--- src/rtl/ucyc_pkg.sv ---
package ucyc_pkg;
  localparam int unsigned NSTATE = 8;
  localparam int S_PT1  = 0;
  localparam int S_PT2  = 1;
  localparam int S_PT3  = 2;
  localparam int S_PT4  = 3;
  localparam int S_PBT1 = 4;
  localparam int S_PBT2 = 5;
  localparam int S_PBT3 = 6;
  localparam int S_PBT4 = 7;

  typedef logic [NSTATE-1:0] tstate_t;

  typedef enum logic [1:0] {
    CK_SHORT = 2'd0,
    CK_ADDR  = 2'd1,
    CK_DATA  = 2'd2,
    CK_RSVD  = 2'd3
  } cyc_kind_e;
endpackage

--- src/rtl/ucyc_next.sv ---
module ucyc_next
  import ucyc_pkg::*;
(
  input  logic      clk_i,
  input  logic      rst_ni,
  input  tstate_t   state_i,
  input  cyc_kind_e kind_i,
  input  logic      dir_in_i,
  input  logic      reloc_i,
  input  logic      grant_i,
  input  logic      ssyn_i,
  input  logic      abort_i,
  output tstate_t   nxt_o,
  output logic      forced_o,
  output logic      chg_clk_o
);

  localparam int PH_HI = NSTATE / 2;

  always_comb begin
    nxt_o    = '0;
    forced_o = 1'b0;
    if (abort_i && !state_i[S_PBT3] && !state_i[S_PBT4]) begin
      nxt_o[S_PBT3] = 1'b1;
      forced_o      = 1'b1;
    end else if (state_i[S_PT1]) begin
      nxt_o[S_PT2] = 1'b1;
    end else if (state_i[S_PT2]) begin
      unique case (kind_i)
        CK_ADDR: nxt_o[S_PT3] = 1'b1;
        CK_DATA: begin
          if (grant_i) nxt_o[S_PT3] = 1'b1;
          else         nxt_o[S_PT2] = 1'b1;
        end
        default: nxt_o[S_PBT1] = 1'b1;
      endcase
    end else if (state_i[S_PT3]) begin
      if (kind_i == CK_DATA) begin
        if (!ssyn_i)       nxt_o[S_PT3]  = 1'b1;
        else if (dir_in_i) nxt_o[S_PT4]  = 1'b1;
        else               nxt_o[S_PBT1] = 1'b1;
      end else begin
        nxt_o[S_PBT1] = 1'b1;
      end
    end else if (state_i[S_PT4]) begin
      nxt_o[S_PBT1] = 1'b1;
    end else if (state_i[S_PBT1]) begin
      nxt_o[S_PBT2] = 1'b1;
    end else if (state_i[S_PBT2]) begin
      if (reloc_i) nxt_o[S_PBT3] = 1'b1;
      else         nxt_o[S_PT1]  = 1'b1;
    end else if (state_i[S_PBT3]) begin
      nxt_o[S_PBT4] = 1'b1;
    end else begin
      nxt_o[S_PT1] = 1'b1;
    end
  end

  // phase flips whenever the half (PT vs PBT) changes
  assign chg_clk_o = (|nxt_o[PH_HI-1:0]) != (|state_i[PH_HI-1:0]);

  p_abort_r9: assert property (@(posedge clk_i) disable iff (!rst_ni)
    abort_i && !state_i[S_PBT3] && !state_i[S_PBT4] |=> state_i[S_PBT3]);

  p_pt2_hold_r4: assert property (@(posedge clk_i) disable iff (!rst_ni)
    state_i[S_PT2] && kind_i == CK_DATA && !grant_i && !abort_i |=> state_i[S_PT2]);

  p_pt3_hold_r5: assert property (@(posedge clk_i) disable iff (!rst_ni)
    state_i[S_PT3] && kind_i == CK_DATA && !ssyn_i && !abort_i |=> state_i[S_PT3]);

endmodule

--- src/rtl/ucyc_ctx.sv ---
module ucyc_ctx
  import ucyc_pkg::*;
#(
  parameter int unsigned CODE_W = 2
) (
  input  logic              clk_i,
  input  logic              rst_ni,
  input  logic              load_i,
  input  logic [1:0]        kind_raw_i,
  input  logic              reloc_en_i,
  input  logic [CODE_W-1:0] xfer_i,
  input  logic              forced_i,
  output cyc_kind_e         kind_o,
  output logic              reloc_o,
  output logic              dir_in_o,
  output logic [CODE_W-1:0] xfer_o,
  output logic              aborting_o
);

  cyc_kind_e         kind_q;
  logic              reloc_q;
  logic [CODE_W-1:0] xfer_q;
  logic              abt_q;

  always_ff @(posedge clk_i or negedge rst_ni) begin
    if (!rst_ni) begin
      kind_q  <= CK_SHORT;
      reloc_q <= 1'b0;
      xfer_q  <= '0;
    end else if (load_i) begin
      kind_q  <= cyc_kind_e'(kind_raw_i);
      reloc_q <= reloc_en_i && (cyc_kind_e'(kind_raw_i) == CK_ADDR);
      xfer_q  <= xfer_i;
    end
  end

  // marks a PBT3/PBT4 pass entered by abort, not by relocation
  always_ff @(posedge clk_i or negedge rst_ni) begin
    if (!rst_ni)       abt_q <= 1'b0;
    else if (forced_i) abt_q <= 1'b1;
    else if (load_i)   abt_q <= 1'b0;
  end

  assign kind_o     = kind_q;
  assign reloc_o    = reloc_q;
  assign xfer_o     = xfer_q;
  assign dir_in_o   = (xfer_q == '0);
  assign aborting_o = abt_q;

  p_reloc_addr_only_r11: assert property (@(posedge clk_i) disable iff (!rst_ni)
    reloc_q |-> kind_q == CK_ADDR);

endmodule

--- src/rtl/ucyc_strobe.sv ---
module ucyc_strobe
  import ucyc_pkg::*;
#(
  parameter int unsigned CODE_W = 2
) (
  input  logic              clk_i,
  input  logic              rst_ni,
  input  logic              pt3_i,
  input  logic              pt4_i,
  input  logic              pbt3_i,
  input  cyc_kind_e         kind_i,
  input  logic              reloc_i,
  input  logic              aborting_i,
  input  logic              abort_i,
  input  logic [CODE_W-1:0] xfer_i,
  output logic              pa_strobe_o,
  output logic              data_latch_o,
  output logic [CODE_W-1:0] ctl_bits_o
);

  logic              va_stb;
  logic              pa_stb;
  logic [CODE_W-1:0] ctl_q;

  assign va_stb       = pt3_i && (kind_i == CK_ADDR) && !abort_i;
  assign pa_stb       = pbt3_i && reloc_i && !aborting_i && !abort_i;
  assign pa_strobe_o  = va_stb || pa_stb;
  assign data_latch_o = pt4_i && !abort_i;

  always_ff @(posedge clk_i or negedge rst_ni) begin
    if (!rst_ni)          ctl_q <= '0;
    else if (pa_strobe_o) ctl_q <= xfer_i;
  end

  assign ctl_bits_o = ctl_q;

  p_ctl_load_r7: assert property (@(posedge clk_i) disable iff (!rst_ni)
    pa_strobe_o |=> ctl_bits_o == $past(xfer_i));

  p_no_stb_abort_r9: assert property (@(posedge clk_i) disable iff (!rst_ni)
    aborting_i |-> !pa_strobe_o && !data_latch_o);

endmodule

--- src/rtl/ucyc_mclk.sv ---
module ucyc_mclk (
  input  logic clk_i,
  input  logic rst_ni,
  input  logic chg_clk_i,
  output logic mclk_o
);

  logic mclk_q;

  always_ff @(posedge clk_i or negedge rst_ni) begin
    if (!rst_ni) mclk_q <= 1'b0;
    else         mclk_q <= mclk_q ^ chg_clk_i;
  end

  assign mclk_o = mclk_q;

endmodule

--- src/rtl/ucycle_phase_seq.sv ---
module ucycle_phase_seq
  import ucyc_pkg::*;
#(
  parameter int unsigned CODE_W = 2
) (
  input  logic                  clk_i,
  input  logic                  rst_ni,
  input  logic [1:0]            cyc_kind_i,
  input  logic [CODE_W-1:0]     xfer_code_i,
  input  logic                  reloc_en_i,
  input  logic                  bus_grant_i,
  input  logic                  ssyn_i,
  input  logic                  abort_i,
  output logic [NSTATE-1:0]     state_o,
  output logic                  mclk_o,
  output logic                  mir_load_o,
  output logic                  pa_strobe_o,
  output logic [CODE_W-1:0]     ctl_bits_o,
  output logic                  data_latch_o
);

  localparam tstate_t RST_STATE = tstate_t'(1) << S_PBT4;

  tstate_t           state_q;
  tstate_t           nxt;
  logic              forced;
  logic              chg_clk;
  cyc_kind_e         kind;
  logic              reloc;
  logic              dir_in;
  logic              aborting;
  logic [CODE_W-1:0] xfer;

  always_ff @(posedge clk_i or negedge rst_ni) begin
    if (!rst_ni) state_q <= RST_STATE;
    else         state_q <= nxt;
  end

  assign mir_load_o = nxt[S_PT1];

  ucyc_next u_next (
    .clk_i     (clk_i),
    .rst_ni    (rst_ni),
    .state_i   (state_q),
    .kind_i    (kind),
    .dir_in_i  (dir_in),
    .reloc_i   (reloc),
    .grant_i   (bus_grant_i),
    .ssyn_i    (ssyn_i),
    .abort_i   (abort_i),
    .nxt_o     (nxt),
    .forced_o  (forced),
    .chg_clk_o (chg_clk)
  );

  ucyc_ctx #(.CODE_W(CODE_W)) u_ctx (
    .clk_i      (clk_i),
    .rst_ni     (rst_ni),
    .load_i     (mir_load_o),
    .kind_raw_i (cyc_kind_i),
    .reloc_en_i (reloc_en_i),
    .xfer_i     (xfer_code_i),
    .forced_i   (forced),
    .kind_o     (kind),
    .reloc_o    (reloc),
    .dir_in_o   (dir_in),
    .xfer_o     (xfer),
    .aborting_o (aborting)
  );

  ucyc_strobe #(.CODE_W(CODE_W)) u_strobe (
    .clk_i        (clk_i),
    .rst_ni       (rst_ni),
    .pt3_i        (state_q[S_PT3]),
    .pt4_i        (state_q[S_PT4]),
    .pbt3_i       (state_q[S_PBT3]),
    .kind_i       (kind),
    .reloc_i      (reloc),
    .aborting_i   (aborting),
    .abort_i      (abort_i),
    .xfer_i       (xfer),
    .pa_strobe_o  (pa_strobe_o),
    .data_latch_o (data_latch_o),
    .ctl_bits_o   (ctl_bits_o)
  );

  ucyc_mclk u_mclk (
    .clk_i     (clk_i),
    .rst_ni    (rst_ni),
    .chg_clk_i (chg_clk),
    .mclk_o    (mclk_o)
  );

  assign state_o = state_q;

  p_onehot_r2: assert property (@(posedge clk_i) disable iff (!rst_ni)
    $countones(state_q) == 1);

  p_mclk_phase_r2: assert property (@(posedge clk_i) disable iff (!rst_ni)
    mclk_o == (|state_q[S_PT4:S_PT1]));

  p_reset_exit_r1: assert property (@(posedge clk_i) disable iff (!rst_ni)
    state_q[S_PBT4] && !abort_i |=> state_q[S_PT1]);

  p_mir_load_r10: assert property (@(posedge clk_i) disable iff (!rst_ni)
    mir_load_o |=> state_q[S_PT1]);

  p_latch_r6: assert property (@(posedge clk_i) disable iff (!rst_ni)
    data_latch_o |=> state_q[S_PBT1]);

endmodule

--- config.mk ---
export PLATFORM = sky130hd
export DESIGN_NAME = ucycle_phase_seq
export DESIGN_NICKNAME = d
export VERILOG_FILES = /design/src/rtl/ucyc_pkg.sv /design/src/rtl/ucyc_next.sv /design/src/rtl/ucyc_ctx.sv /design/src/rtl/ucyc_strobe.sv /design/src/rtl/ucyc_mclk.sv /design/src/rtl/ucycle_phase_seq.sv
export SDC_FILE = /design/constraint.sdc
export NUM_CORES = 1
export LEC_CHECK = 0
export BUFFER_PORTS_ARGS = -buffer_cell sky130_fd_sc_hd__buf_4
export CAP_MARGIN = 10
export CORE_UTILIZATION = 40
export CTS_CLUSTER_SIZE = 24
export DETAILED_ROUTE_END_ITERATION = 12
export SETUP_SLACK_MARGIN = 0.15
export SKIP_LAST_GASP = 1
export SLEW_MARGIN = 20
export SYNTH_ARGS = -nofsm -noshare
export SYNTH_HDL_FRONTEND = slang
export SYNTH_HIERARCHICAL = 1
export SYNTH_SLANG_ARGS = --single-unit
--- constraint.sdc ---
create_clock -name clk_i -period 2.2 [get_ports clk_i]
set_input_delay 0.66 -clock clk_i [delete_from_list [all_inputs] [get_ports clk_i]]
set_output_delay 0.66 -clock clk_i [all_outputs]
set_load 0.005 [all_outputs]
**Yosys cells after proc, flatten, opt, wreduce, memory -nomap -nowiden**

Cells that the tools add are included.

- Register bits: 17
- Latch bits: 0
- Memory bits (writable): 0
- Bits in read-only memories: 0
- Output and inout port bits: 14
- Memories kept: 0

- Add/sub/neg operators: 0
- $mul: 0
- Div/mod/pow operators: 0
- $lt $le $gt $ge: 0
- Equal/unequal tests: 4
- Shift-type cells: 0
- Multiplexer cells: 43
- Bitwise gates (word level): 1
- Reductions and logical operators: 19

Operators with widths:

| operator | count |
|---|---|
| 2-to-1 mux 1 bit | 33 |
| 2-to-1 mux 6 bit | 2 |
| logical AND 1 bit | 9 |
| 2-to-1 mux 3 bit | 3 |
| 2-to-1 mux 2 bit | 4 |
| OR reduction 4 bit | 2 |
| == test 2 x 1 -> 1 bit (second input constant) | 2 |
| logical NOT 1 bit | 4 |
| == test 2 bit (second input constant) | 1 |
| logical NOT 2 bit | 1 |
| one-hot mux 1 bit (2 select lines) | 1 |
| nonzero test 2 bit | 1 |
| OR reduction 2 bit | 1 |
| logical OR 1 bit | 1 |
| inequality test 1 bit | 1 |
| XOR 1 bit | 1 |

**Longest topological paths before layout**

Gate-level depths: netlist of run 1.

- Depth in word-level cells: 11
- Gate-level depth with buffers: 7

**By module**

Netlist of run 1, hierarchy kept.

By module, submodules not included:

| module | times used | cells an instance | area each (µm²) | seq. area each (µm²) |
|---|---|---|---|---|
| ucyc_ctx | 1 | 17 | 254.0 | 150.1 |
| ucyc_next | 1 | 34 | 249.0 | 0.0 |
| ucycle_phase_seq | 1 | 8 | 201.4 | 201.4 |
| ucyc_strobe | 1 | 9 | 123.9 | 50.0 |
| ucyc_mclk | 1 | 2 | 33.8 | 25.0 |

**Worst setup path before layout of run 1**

OpenSTA, ideal clock, no wires.

- Path kind: register to output
- Start: register state_q[0], in the netlist state_o[0]
- End: output port mir_load_o
- Arrival time: 1,156 ps
- Setup slack: 384 ps
- Cell stages (with the launch flop): 4
- Buffers on the path: 0
- Path through: dfrtp_1 -> nor4_2 -> and2b_1 -> nor3b_2

- Cells in the longest elaborated chain, start to end: 2

Ends and longest elaborated chain:

| element | line | RTL |
|---|---|---|
| start, declared | ucycle_phase_seq.sv:24 | `tstate_t state_q;` |
| start signal, assigned | ucycle_phase_seq.sv:36 | `else state_q <= nxt;` |
| 2-to-1 mux 1 bit | ucyc_next.sv:26 | `end else if (state_i[S_PT1]) begin` |
| 2-to-1 mux 6 bit | ucyc_next.sv:23 | `if (abort_i && !state_i[S_PBT3] && !state_i[S_PBT4]) begin` |
| end, declared | ucycle_phase_seq.sv:16 | `output logic mir_load_o,` |

No other way between the ends.

**Worst setup path in the final report of run 1**

Ends and elaborated chain as after synthesis.

==> results of run 1 <==
-- repair_timing --
item | in CTS | in global routing
hold buffers | 0 | 0
endpoints found under the setup margin | 2 | 2
gates resized for setup | 1 | 1
setup buffers | 2 | 2
pin swaps | 2 | 2
gates cloned | 0 | 0
-- placed cells by master (no fill, tap or decap), drive strengths merged, types with 2 or more instances in the layout --
| master | count |
|---|---|
| ha | 2 |
| buf | 32 |
| mux2 | 7 |
| and4bb | 2 |
| nor3 | 2 |
| and2b | 2 |
| dfrtp | 16 |
| nor3b | 3 |
| a21oi | 5 |
| inv | 7 |
| clkbuf | 4 |
| and3b | 2 |
| nor2 | 5 |
-- logic make-up (layout without fill, tap and decap cells) --
logic type               count (synthesis)  count (layout)  share of synthesized area
flip-flops                              17              17                     0.4949
XOR/XNOR                                 1               1                    0.01016
multiplexers                             7               7                     0.1176
adder cells (fa/ha/maj)                  2               2                    0.02902
buffers and inverters                    8              43                    0.04355
AO/OA/AOI/OAI                           12              12                    0.08854
AND/OR/NAND/NOR                         23              23                     0.2163
-- state kept, by name (all words and copies together), names as in the netlist --
| name | count |
|---|---|
| state_o | 8 |
| u_ctx/aborting_o | 1 |
| u_ctx/kind_o | 2 |
| u_ctx/reloc_o | 1 |
| u_ctx/xfer_o | 2 |
| u_mclk/mclk_o | 1 |
| u_strobe/ctl_bits_o | 2 |
-- where the power goes --
group          switching, uW  leakage [uW]  internal, uW
Clock                   94.1     0.0000150          70.4
Combinational            301      0.000373           467
Sequential               104      0.000214           439
-- per-layer routing --
metal  up-vias  track usage
li1        321            -
met1       301       0.2069
met2        16       0.2676
met3         4      0.01887
met4         0       0.1176
met5         -            0
-- metrics by stage --
step / instance area [um^2] / std cells / total power (uW) / worst slack (ns) / hold slack [ns]
floorplan: 862.1 / 70 / 983.7 / 0.3836 / 0.3644
global placement: 1095 / 124 / 1241 / 0.2384 / 0.4564
detailed placement: 1095 / 124 / 1253 / 0.2202 / 0.4628
CTS: 1141 / 130 / 1458 / 0.03931 / 0.2101
global route: 1162 / 132 / 1589 / -0.04106 / 0.2253
finish: 1162 / 132 / 1476 / 0.03952 / 0.2147
-- worst paths after layout --
path	start	end	slack (ns)
worst max-delay path	state_o[0]	mir_load_o	0.04
worst min-delay path	rst_ni	u_mclk/mclk_o	0.21
worst max register to register	state_o[0]	u_ctx/xfer_o[0]	0.49
worst min register to register	u_ctx/aborting_o	u_ctx/aborting_o	0.48
max in group asynchronous	rst_ni	state_o[7]	1.74
min in group clk_i	u_ctx/aborting_o	u_ctx/aborting_o	0.48
-- cell type report --
cell class              count  share of cell area
multi-input cells          45              0.3520
well taps                  27             0.02906
flip-flops and latches     17              0.3671
inverters                   7             0.02261
repair buffers             32              0.2067
clock buffers               4             0.02261
==> results.toml, run 1 <==
[clock_tree]
cts_buffers = 3
htreeDepth = 1
root_buffer = "clkbuf_4"
cts.clk_slew.worst_paths_ns = 0.10
cts_buffer_depth = 2
clkLatencyLatePin_ns = 0.29
cts_tree = "done"
cts.sinks = 17

[finish]
drive_gt1_frac = 0.4762
fin_nets = 118
multi_input_area_um2 = 409.1
nFillCells = 179
n_antenna_cell = 0
area_delta_synth_final_pct = 34.83
final_core_util = 0.5806
register_area_um2 = 426.7

[global_routing]
globalRouteTotalUtil = 0.1659
grt_pass1_wl_mm = 2.849
grt_pass1_vias = 642
gr-total-overflow = 0
grt_max_degree = 18
grt_antenna_before_repair = 0

[routing]
met3_wirelength_um = 58
wl_met1_um = 763
post-route-drc-count = 0
vias = 642
first_pass_iters = 3
wl_per_cell_um = 12.83
first_iter_violations = 8
highest_layer = "met4"
routed_via_density = 4.864
drt_wl_total_mm = 1.694
antenna_left = 0
dr_wl_met2_um = 827

[floorplan]
start_util = 0.4306
die_h_um = 48.43
die_w_um = 48.43
die-area_mm2 = 0.002345
num_rows = 16
ios = 24
coreArea_mm2 = 0.002002

[synthesis]
synth.distinct_cells = 34
yosysWarnings = 6
synth.most_common_cell = "dfrtp_1"
synth_commonest_cells = "16 x dfrtp_1, 7 x inv_1, 6 x mux2_4"
ys_top_cells_by_area = "dfrtp_1 46%, mux2_4 10%, dfstp_2 3.0%"
synth_edf_count = 0
yosys.area.top_type = "dfrtp_1"
avgSynthCellArea_um2 = 12.32
yosys.area.top_type_share = 0.4644
synthesis.instances = 70
ys_ff_latch = 17
postSynth.asyncResetShare = 1.000
synth_seq_area_share = 0.4949
netlist_area_um2 = 862.1
synth_nets = 82
ys.flop_type = "dfrtp_1"

[setup_path]
cp-end-kind = "output port"
ff2ff_path_depth = 5
cp.arrival_ns = 1.50
cp.buffers_inverters = 1
critPathLaunchType = "register"
cp_slowest_cell = "dfrtp_1"
worstSetupPathType = "reg -> out"
crit_cells = 4
max_stage_delay_ns = 0.40
worstPathCellList = "nor4_2, and2b_1, nor3b_4, buf_4"
cp.required_ns = 1.54
path_delay_family = "simple AND/OR/NAND/NOR gates"
crit_path_max_fanout = 2

[sta]
setup_tns_ns = 0
maxSlewHeadroom = 0.8394
final_max_slew_viol_count = 0
fin_skew_ns = 0.006408
fin_crit_ns = 2.160
finalSetupViolCount = 0
fmax_mhz = 462.9
hold_viol = 0
grt_setup_unrepaired = "true"
min_period_over_period = 0.9820
tightest_slew_ns = 0.2389

[placement]
dp_hpwl_mm = 1.292
gp_congestion = 0.6948
port_buffers = 23

[power]
vdd_ir_drop_max_mv = 0.7473
pwr_density_cell_mw_per_mm2 = 1270
p_leak_uw = 0.0006022

[hold_path]
holdCritPathClass = "in -> async"

[flow_run]
cap_violations = 0

[status]
status = "complete, no violations"
(Power assumes the default switching activity.)
==> run 2, diff against run 1 <==
CORE_UTILIZATION = 50   (was 40)
PLACE_DENSITY = 0.77   (was default)
==> run 2 against run 1 <==
  * The run now ends with DRC, setup timing left
  * Die area shrank 19%
  * Setup slack worse by 0.043 ns
  * Count of clock-buffer cells in the layout is the same
  * Total power about the same
  * Highest routed layer unchanged
==> results.toml, run 2 (synthesized netlist as in run 1, its figures left out) <==
[status]
status = "finished with violations"
violations = "DRC, setup timing"

[sta]
fin_crit_ns = 2.204
fmax_mhz = 453.8
hold_viol = 0
worst_slack_ns = -0.003580
finalSetupViolCount = 1
grt_setup_unrepaired = "true"
setup_tns_ns = -0.003580
fin_skew_ns = 0.004775
tightest_slew_ns = 0.2646
min_period_over_period = 1.002
final_max_slew_viol_count = 0
maxSlewHeadroom = 0.8236
hold_slack_ns = 0.2168

[clock_tree]
cts_buffers = 3
cts.sinks = 17
clkLatencyLatePin_ns = 0.28
htreeDepth = 1
root_buffer = "clkbuf_4"
cts_buffer_depth = 2
hold_buffers = 0
cts_tree = "done"
cts.clk_slew.worst_paths_ns = 0.09

[power]
pwr-share-seq = 0.381
power_frac_clock = 0.106
swShare = 0.3486
comb_power_share = 0.513
switchingPower_uw = 514.9
p_leak_uw = 0.0005980
vdd_ir_drop_max_mv = 0.7696
pwr_density_cell_mw_per_mm2 = 1279
p_int_uw = 962.2

[global_routing]
grt_pass1_wl_mm = 2.835
grt_max_degree = 18
grt_antenna_before_repair = 0
gr-total-overflow = 0
grt_pass1_vias = 630
globalRouteTotalUtil = 0.2108

[floorplan]
num_rows = 14
start_util = 0.5530
die-area_mm2 = 0.001894
die_w_um = 43.52
die_h_um = 43.52
ios = 24
coreArea_mm2 = 0.001559

[hold_path]
holdCritPathClass = "in -> async"

[placement]
dp_hpwl_mm = 1.300
port_buffers = 23
gp_congestion = 0.8766

[setup_path]
ff2ff_path_depth = 5
critPathLaunchType = "register"
crit_path_max_fanout = 2
cp.required_ns = 1.54
r2r_slack_ns = 0.46
r2r-end = "u_ctx/xfer_o[1]"
cp-end-kind = "output port"
cp.arrival_ns = 1.54
worstSetupPathType = "reg -> out"
r2r_start = "state_o[2]"

[routing]
routed_via_density = 5.408
drt_wl_total_mm = 1.791
vias = 649
wl_per_cell_um = 14.93
first_pass_iters = 8
first_iter_violations = 20
post-route-drc-count = 6
antenna_left = 0

[finish]
drive_gt1_frac = 0.4904
fin_nets = 117
n_antenna_cell = 0
area_delta_synth_final_pct = 33.96
largest_reg_flops = 8
layout_common_cells = "30 x buf_4, 15 x dfrtp_1, 6 x inv_1, 6 x mux2_4, 5 x a21oi_1"
final_common_cell = "buf_4"

[flow_run]
cap_violations = 0
run 2: what timing repair did:
action	4_1_cts	5_1_grt
setup buffers	2	3
setup endpoints to repair	1	2
pin swaps	1	2
resized for setup	3	3
run 2: layer usage:
| metal | GRT usage | up-vias | wire (um) |
|---|---|---|---|
| met5 | 0 | - | 0 |
| met4 | 0.06875 | 0 | 7 |
| met3 | 0.07500 | 2 | 72 |
| met2 | 0.3273 | 17 | 899 |
| met1 | 0.2764 | 312 | 811 |
| li1 | - | 318 | - |
run 2: worst max-delay path: stages (launching register included):
cell and delay, ns:
dfrtp_2 0.43, nor4_4 0.28, and2b_1 0.20, nor3b_4 0.21, buf_4 0.14
run 2: worst max path at each step:
stage	start	endpoint
2_1_floorplan	state_o[0]	mir_load_o
3_3_place_gp	state_o[0]	mir_load_o
3_5_place_dp	state_o[0]	mir_load_o
4_1_cts	state_o[1]	mir_load_o
5_1_grt	state_o[2]	mir_load_o
6_report	state_o[2]	mir_load_o
run 2: final cells by class:
type / count / area [um^2]
multi-input combinational: 45 / 417.9
sequential: 17 / 427.9
timing repair buffer: 31 / 236.5
clock buffer: 4 / 26.28
inverter: 7 / 26.28
fill: 115 / 404.1
tap: 16 / 20.02
run 2: per-stage QoR:
| step | worst slack, ns | cell area, um^2 | total power (uW) | util | instances |
|---|---|---|---|---|---|
| after floorplan | 0.3836 | 862.1 | 983.7 | - | 70 |
| after global placement | 0.2270 | 1066 | 1205 | 0.6838 | 111 |
| after global routing | -0.09475 | 1155 | 1584 | 0.7408 | 120 |
| final | -0.003580 | 1155 | 1477 | 0.7408 | 120 |
| after CTS | -0.002971 | 1124 | 1458 | 0.7207 | 117 |
| after detailed placement | 0.2227 | 1066 | 1230 | 0.6838 | 111 |
run 2: power groups by stage:
stage	sequential (uW)	combinational, uW	clock [uW]
after floorplan	547	436	0
after global placement	560	645	0
after detailed placement	567	663	0
after CTS	566	727	165
after global routing	581	825	178
final	563	758	156
